`src/rtl/io_trap_pkg.sv`:
```
package io_trap_pkg;
    localparam int REG_AW = 16;
    localparam int REG_DW = 32;
    localparam int CODE_W = 16;

    localparam logic [REG_AW-1:0] OFS_STATUS  = 16'hFFA4;
    localparam logic [REG_AW-1:0] OFS_RESTART = 16'hFF00;
    localparam logic [CODE_W-1:0] CODE_REEXEC = 16'h00FF;

    typedef enum logic [0:0] {
        ST_RUN     = 1'b0,
        ST_HANDLER = 1'b1
    } trap_state_e;
endpackage

```
`src/rtl/io_trap_fsm.sv`:
```
module io_trap_fsm
    import io_trap_pkg::*;
(
    input  logic        clk,
    input  logic        rst_n,
    input  logic        smi_enter,
    input  logic        resume,
    output trap_state_e state_q,
    output logic        enter_go,
    output logic        resume_go
);
    trap_state_e state_d;

    always_ff @(posedge clk) begin
        if (!rst_n) state_q <= ST_RUN;
        else        state_q <= state_d;
    end

    always_comb begin
        state_d   = state_q;
        enter_go  = 1'b0;
        resume_go = 1'b0;
        unique case (state_q)
            ST_RUN: begin
                if (smi_enter) begin
                    enter_go = 1'b1;
                    state_d  = ST_HANDLER;
                end
            end
            ST_HANDLER: begin
                if (resume) begin
                    resume_go = 1'b1;
                    state_d   = ST_RUN;
                end
            end
        endcase
    end
endmodule

```
`src/rtl/io_trap_capture.sv`:
```
module io_trap_capture
    import io_trap_pkg::*;
#(
    parameter int PORT_W = 16,
    parameter int IP_W   = 32
) (
    input  logic              clk,
    input  logic              rst_n,
    input  logic              enter_go,
    input  logic              io_boundary,
    input  logic [PORT_W-1:0] io_port,
    input  logic              io_is_in,
    input  logic [IP_W-1:0]   ip_trapped,
    input  logic [IP_W-1:0]   ip_next,
    output logic [REG_DW-1:0] status_word,
    output logic              trap_valid,
    output logic [IP_W-1:0]   trap_ip,
    output logic [IP_W-1:0]   next_ip
);
    localparam int PAD_W = REG_DW - PORT_W - 2;

    logic [PORT_W-1:0] port_q;
    logic              dir_q;

    always_ff @(posedge clk) begin
        if (!rst_n) begin
            port_q     <= '0;
            dir_q      <= 1'b0;
            trap_valid <= 1'b0;
            trap_ip    <= '0;
            next_ip    <= '0;
        end else if (enter_go) begin
            trap_valid <= io_boundary;
            port_q     <= io_boundary ? io_port : '0;
            dir_q      <= io_boundary & io_is_in;
            trap_ip    <= ip_trapped;
            next_ip    <= ip_next;
        end
    end

    assign status_word = {port_q, {PAD_W{1'b0}}, trap_valid, dir_q};
endmodule

```
`src/rtl/io_trap_restart.sv`:
```
module io_trap_restart
    import io_trap_pkg::*;
(
    input  logic              clk,
    input  logic              rst_n,
    input  logic              enter_go,
    input  logic              wr_en,
    input  logic [CODE_W-1:0] wr_code,
    output logic [CODE_W-1:0] code_q,
    output logic              reexec
);
    always_ff @(posedge clk) begin
        if (!rst_n)        code_q <= '0;
        else if (enter_go) code_q <= '0;
        else if (wr_en)    code_q <= wr_code;
    end

    assign reexec = (code_q == CODE_REEXEC);
endmodule

```
`src/rtl/io_trap_unit.sv`:
```
module io_trap_unit
    import io_trap_pkg::*;
#(
    parameter int PORT_W = 16,
    parameter int IP_W   = 32
) (
    input  logic              clk,
    input  logic              rst_n,
    input  logic              smi_enter,
    input  logic              io_boundary,
    input  logic [PORT_W-1:0] io_port,
    input  logic              io_is_in,
    input  logic [IP_W-1:0]   ip_trapped,
    input  logic [IP_W-1:0]   ip_next,
    input  logic [15:0]       reg_addr,
    input  logic              reg_we,
    input  logic [31:0]       reg_wdata,
    output logic [31:0]       reg_rdata,
    input  logic              resume,
    output logic [IP_W-1:0]   resume_ip
);
    trap_state_e       state_q;
    logic              enter_go;
    logic              resume_go;
    logic [REG_DW-1:0] status_word;
    logic              trap_valid;
    logic [IP_W-1:0]   trap_ip;
    logic [IP_W-1:0]   next_ip;
    logic [CODE_W-1:0] code_q;
    logic              reexec;
    logic              slot_wr;

    io_trap_fsm i_fsm (
        .clk       (clk),
        .rst_n     (rst_n),
        .smi_enter (smi_enter),
        .resume    (resume),
        .state_q   (state_q),
        .enter_go  (enter_go),
        .resume_go (resume_go)
    );

    io_trap_capture #(.PORT_W(PORT_W), .IP_W(IP_W)) i_capture (
        .clk         (clk),
        .rst_n       (rst_n),
        .enter_go    (enter_go),
        .io_boundary (io_boundary),
        .io_port     (io_port),
        .io_is_in    (io_is_in),
        .ip_trapped  (ip_trapped),
        .ip_next     (ip_next),
        .status_word (status_word),
        .trap_valid  (trap_valid),
        .trap_ip     (trap_ip),
        .next_ip     (next_ip)
    );

    assign slot_wr = reg_we && (reg_addr == OFS_RESTART) && (state_q == ST_HANDLER);

    io_trap_restart i_restart (
        .clk      (clk),
        .rst_n    (rst_n),
        .enter_go (enter_go),
        .wr_en    (slot_wr),
        .wr_code  (reg_wdata[CODE_W-1:0]),
        .code_q   (code_q),
        .reexec   (reexec)
    );

    always_comb begin
        unique case (reg_addr)
            OFS_STATUS:  reg_rdata = status_word;
            OFS_RESTART: reg_rdata = {{(REG_DW-CODE_W){1'b0}}, code_q};
            default:     reg_rdata = '0;
        endcase
    end

    always_ff @(posedge clk) begin
        if (!rst_n)         resume_ip <= '0;
        else if (resume_go) resume_ip <= (trap_valid && reexec) ? trap_ip : next_ip;
    end
endmodule

```
`config.mk`:
```
export PLATFORM = sky130hd
export DESIGN_NAME = io_trap_unit
export DESIGN_NICKNAME = d
export VERILOG_FILES = /design/src/rtl/io_trap_pkg.sv /design/src/rtl/io_trap_fsm.sv /design/src/rtl/io_trap_capture.sv /design/src/rtl/io_trap_restart.sv /design/src/rtl/io_trap_unit.sv
export SDC_FILE = /design/constraint.sdc
export NUM_CORES = 1
export LEC_CHECK = 0
export ABC_CLOCK_PERIOD_IN_PS = 2900
export BUFFER_PORTS_ARGS = -buffer_cell sky130_fd_sc_hd__buf_2
export CAP_MARGIN = 40
export CORE_MARGIN = 2
export CORE_UTILIZATION = 50
export CTS_BUF_LIST = sky130_fd_sc_hd__clkbuf_8 sky130_fd_sc_hd__clkbuf_16
export DETAILED_ROUTE_END_ITERATION = 10
export PLACE_DENSITY = 0.8
export SYNTH_ARGS = -nofsm -noshare
export SYNTH_HDL_FRONTEND = slang
export SYNTH_HIERARCHICAL = 1
export SYNTH_SLANG_ARGS = --single-unit
```
`constraint.sdc`:
```
create_clock -name clk -period 2.9 [get_ports clk]
set_input_delay 0.145 -clock clk [delete_from_list [all_inputs] [get_ports clk]]
set_output_delay 0.145 -clock clk [all_outputs]
set_load 0.05 [all_outputs]
```
==> flow_summary.json <==
{
  "outcome": "complete, no violations",
  "die_area_mm2": 0.0122,
  "finalCriticalPeriod_ns": 2.20,
  "power.total_mw": 4.79,
  "ff2ff_setup_slack_ns": 0.70,
  "vias_per_cell": 5.18,
  "setup_violations": 0,
  "min-delay-start": "ip_trapped[17]",
  "grt_pass1_wl_mm": 24.5,
  "ys_ff_latch": 131,
  "grt_pass1_vias": 5136,
  "ir_drop_mv": 0.459,
  "clock_latency_ns": 0.40,
  "finalCritPeriodShare_pct": 75.7,
  "vias": 5037,
  "setup_slack_ns": 0.704,
  "rows": 38,
  "io_buffers": 182,
  "cts.sinks": 131,
  "area_growth_pct": 33.9,
  "async_reset_ff_share_pct": 0,
  "cp.required_ns": 3.22,
  "gp_congestion": 0.846,
  "overflow": 0,
  "placeableCoreArea_mm2": 0.0109,
  "die_h_um": 111,
  "slew_violations": 0,
  "finClkSkew_ns": 0.00720,
  "cts_buffer_depth": 2,
  "stdcell_area_mm2": 0.00760,
  "ant_nets": 0,
  "yosys_most_used_dff": "dfxtp_1",
  "hp-class": "primary input to flop",
  "slew_headroom_pct": 39.0,
  "wl_mm": 15.0,
  "synth_edf_count": 0,
  "drtPass1Iterations": 5,
  "start_util_pct": 51.9,
  "r2r-end": "resume_ip[6]",
  "dp.cells": 892,
  "postSynthCellCount": 609,
  "worstSetupPathType": "flop to flop",
  "fin_tns_setup_ns": 0,
  "dpl.hpwl_mm": 9.65,
  "cts_tree": "yes",
  "maxCapViolCount": 0,
  "grt_max_degree": 60,
  "powerDensity_mw_per_mm2": 630,
  "finalHoldViolCount": 0,
  "drtIter0Drc": 405,
  "ioPinCount": 199,
  "postPlaceCellArea_mm2": 0.00646,
  "grt_setup_unrepaired": "false",
  "finalNetCount": 955,
  "die_w_um": 111,
  "syn_area_per_cell_um2": 9.32,
  "hold_depth": 3,
  "htreeDepth": 4,
  "grt_usage_pct": 24.1,
  "r2r_cells": 6,
  "critPathMaxFanout": 32,
  "pre_cts_ws_ns": 0.581,
  "root_buffer": "clkbuf_16",
  "fin_hold_ws_ns": 0.0116,
  "nFillCells": 833,
  "min_to": "i_capture/trap_ip[17]",
  "avgRoutedWirePerCell_um": 15.4,
  "max_freq_ghz": 0.455,
  "start_kind": "flop",
  "antenna_cells": 0,
  "drc": 0,
  "antenna_found_initial": 0,
  "utilization_pct": 69.5,
  "netlist-cell-type-count": 28,
  "cts_buffers": 17,
  "fin_cells": 972,
  "power.leakage_nw": 3.32,
  "clk_pin_slew_ns": 0.06,
  "max_slew.worst_pin.slew_ns": 0.908,
  "drive_gt1_share_pct": 27.8,
  "yosysWarnings": 6,
  "ys_seq_area_share_pct": 46.2,
  "cts-resized-gates": 0,
  "end_kind": "flop",
  "arrival_ns": 2.51,
  "r2r-start": "i_restart/code_q[8]",
  "netlist_area_mm2": 0.00568
}
cell type report:
type / instances / area, um2 / area share [%]
multi-input cells: 426 / 2660 / 34.9
flip-flops and latches: 131 / 2620 / 34.5
repair buffers: 244 / 1500 / 19.7
clock buffers: 18 / 439 / 5.78
clock inverters: 13 / 208 / 2.73
well taps: 140 / 175 / 2.30
synthesized netlist by cell type, types with 16 or more instances:
library cell | number | area, um2
mux2i_1 | 80 | 801
nor2_1 | 33 | 124
a31oi_1 | 32 | 200
and3_1 | 17 | 106
dfxtp_1 | 131 | 2620
nand2_1 | 83 | 312
a22oi_1 | 16 | 120
o21ai_0 | 49 | 245
clkbuf_1 | 31 | 116
buf_4 | 20 | 150
nor2b_1 | 67 | 419
nand3b_1 | 17 | 128
placed cells by master (no fill, tap or decap), types with 2 or more instances in the layout:
master           n
a31oi_1         32
nor2_1          33
dlygate4sd3_1   49
nand2b_1         2
nand3b_1        17
clkbuf_16       17
nor2b_1         66
a22oi_1         16
or4b_1           2
dfxtp_1        131
nand2_1         83
nand4_1          2
nor3_1           2
nand4b_1         2
clkinv_2         2
or4_4            2
clkinvlp_4       4
buf_2          181
mux2i_1         80
conb_1          14
and3_1          17
buf_4           14
o21ai_0         49
bufinv_16        5
report_power, final:
| group | total, mW | switching, mW | internal, mW |
|---|---|---|---|
| clock | 2.31 | 0.771 | 1.54 |
| sequential | 1.95 | 0.0502 | 1.90 |
| combinational | 0.530 | 0.289 | 0.240 |
| total | 4.79 | 1.11 | 3.68 |
cells by family after synthesis:
family	after synthesis	share of synthesized area, %
AOI/OAI and AO/OA	99	10.2
muxes	80	14.1
buffers and inverters	65	8.02
other	1	0.0661
DFF	131	46.2
and+or+nand+nor	233	21.4
critical path, stage by stage, from the launching register on:
cell and delay, ns:
dfxtp_1 0.32, or4b_1 0.57, nor4_2 0.33, and2_1 0.18, buf_4 0.36, nand2_1 0.12
a31oi_1 0.21
flip-flops by register name, indices dropped and copies added, names as in the netlist:
name                  flops
i_capture/port_q         16
i_capture/next_ip        32
resume_ip                32
i_capture/trap_ip        32
i_capture/dir_q           1
i_capture/trap_valid      1
i_fsm/state_q             1
i_restart/code_q         16
metal layers:
layer	global-route usage [%]	part of all wire (%)
met2	43.0	52
met1	28.3	42
met4	6.75	1.0
met5	0	0
met3	6.53	5.6
what timing repair did:
item / in CTS / in global routing
setup buffers: 0 / 0
hold endpoints to repair: 48 / 1
hold buffers: 48 / 1
worst max path at each step:
stage | cells past startpoint | start | slack [ns] | end
after floorplan | 5 | reg_addr[0] | 0.65 | reg_rdata[0]
after global placement | 7 | reg_addr[0] | 0.64 | i_restart/code_q[1]
after detailed placement | 7 | reg_addr[0] | 0.58 | i_restart/code_q[5]
after CTS | 6 | i_restart/code_q[8] | 0.69 | resume_ip[6]
after global routing | 6 | i_restart/code_q[8] | 0.56 | resume_ip[13]
final | 6 | i_restart/code_q[8] | 0.70 | resume_ip[6]
Note: power is estimated with default switching activity, not from simulation.
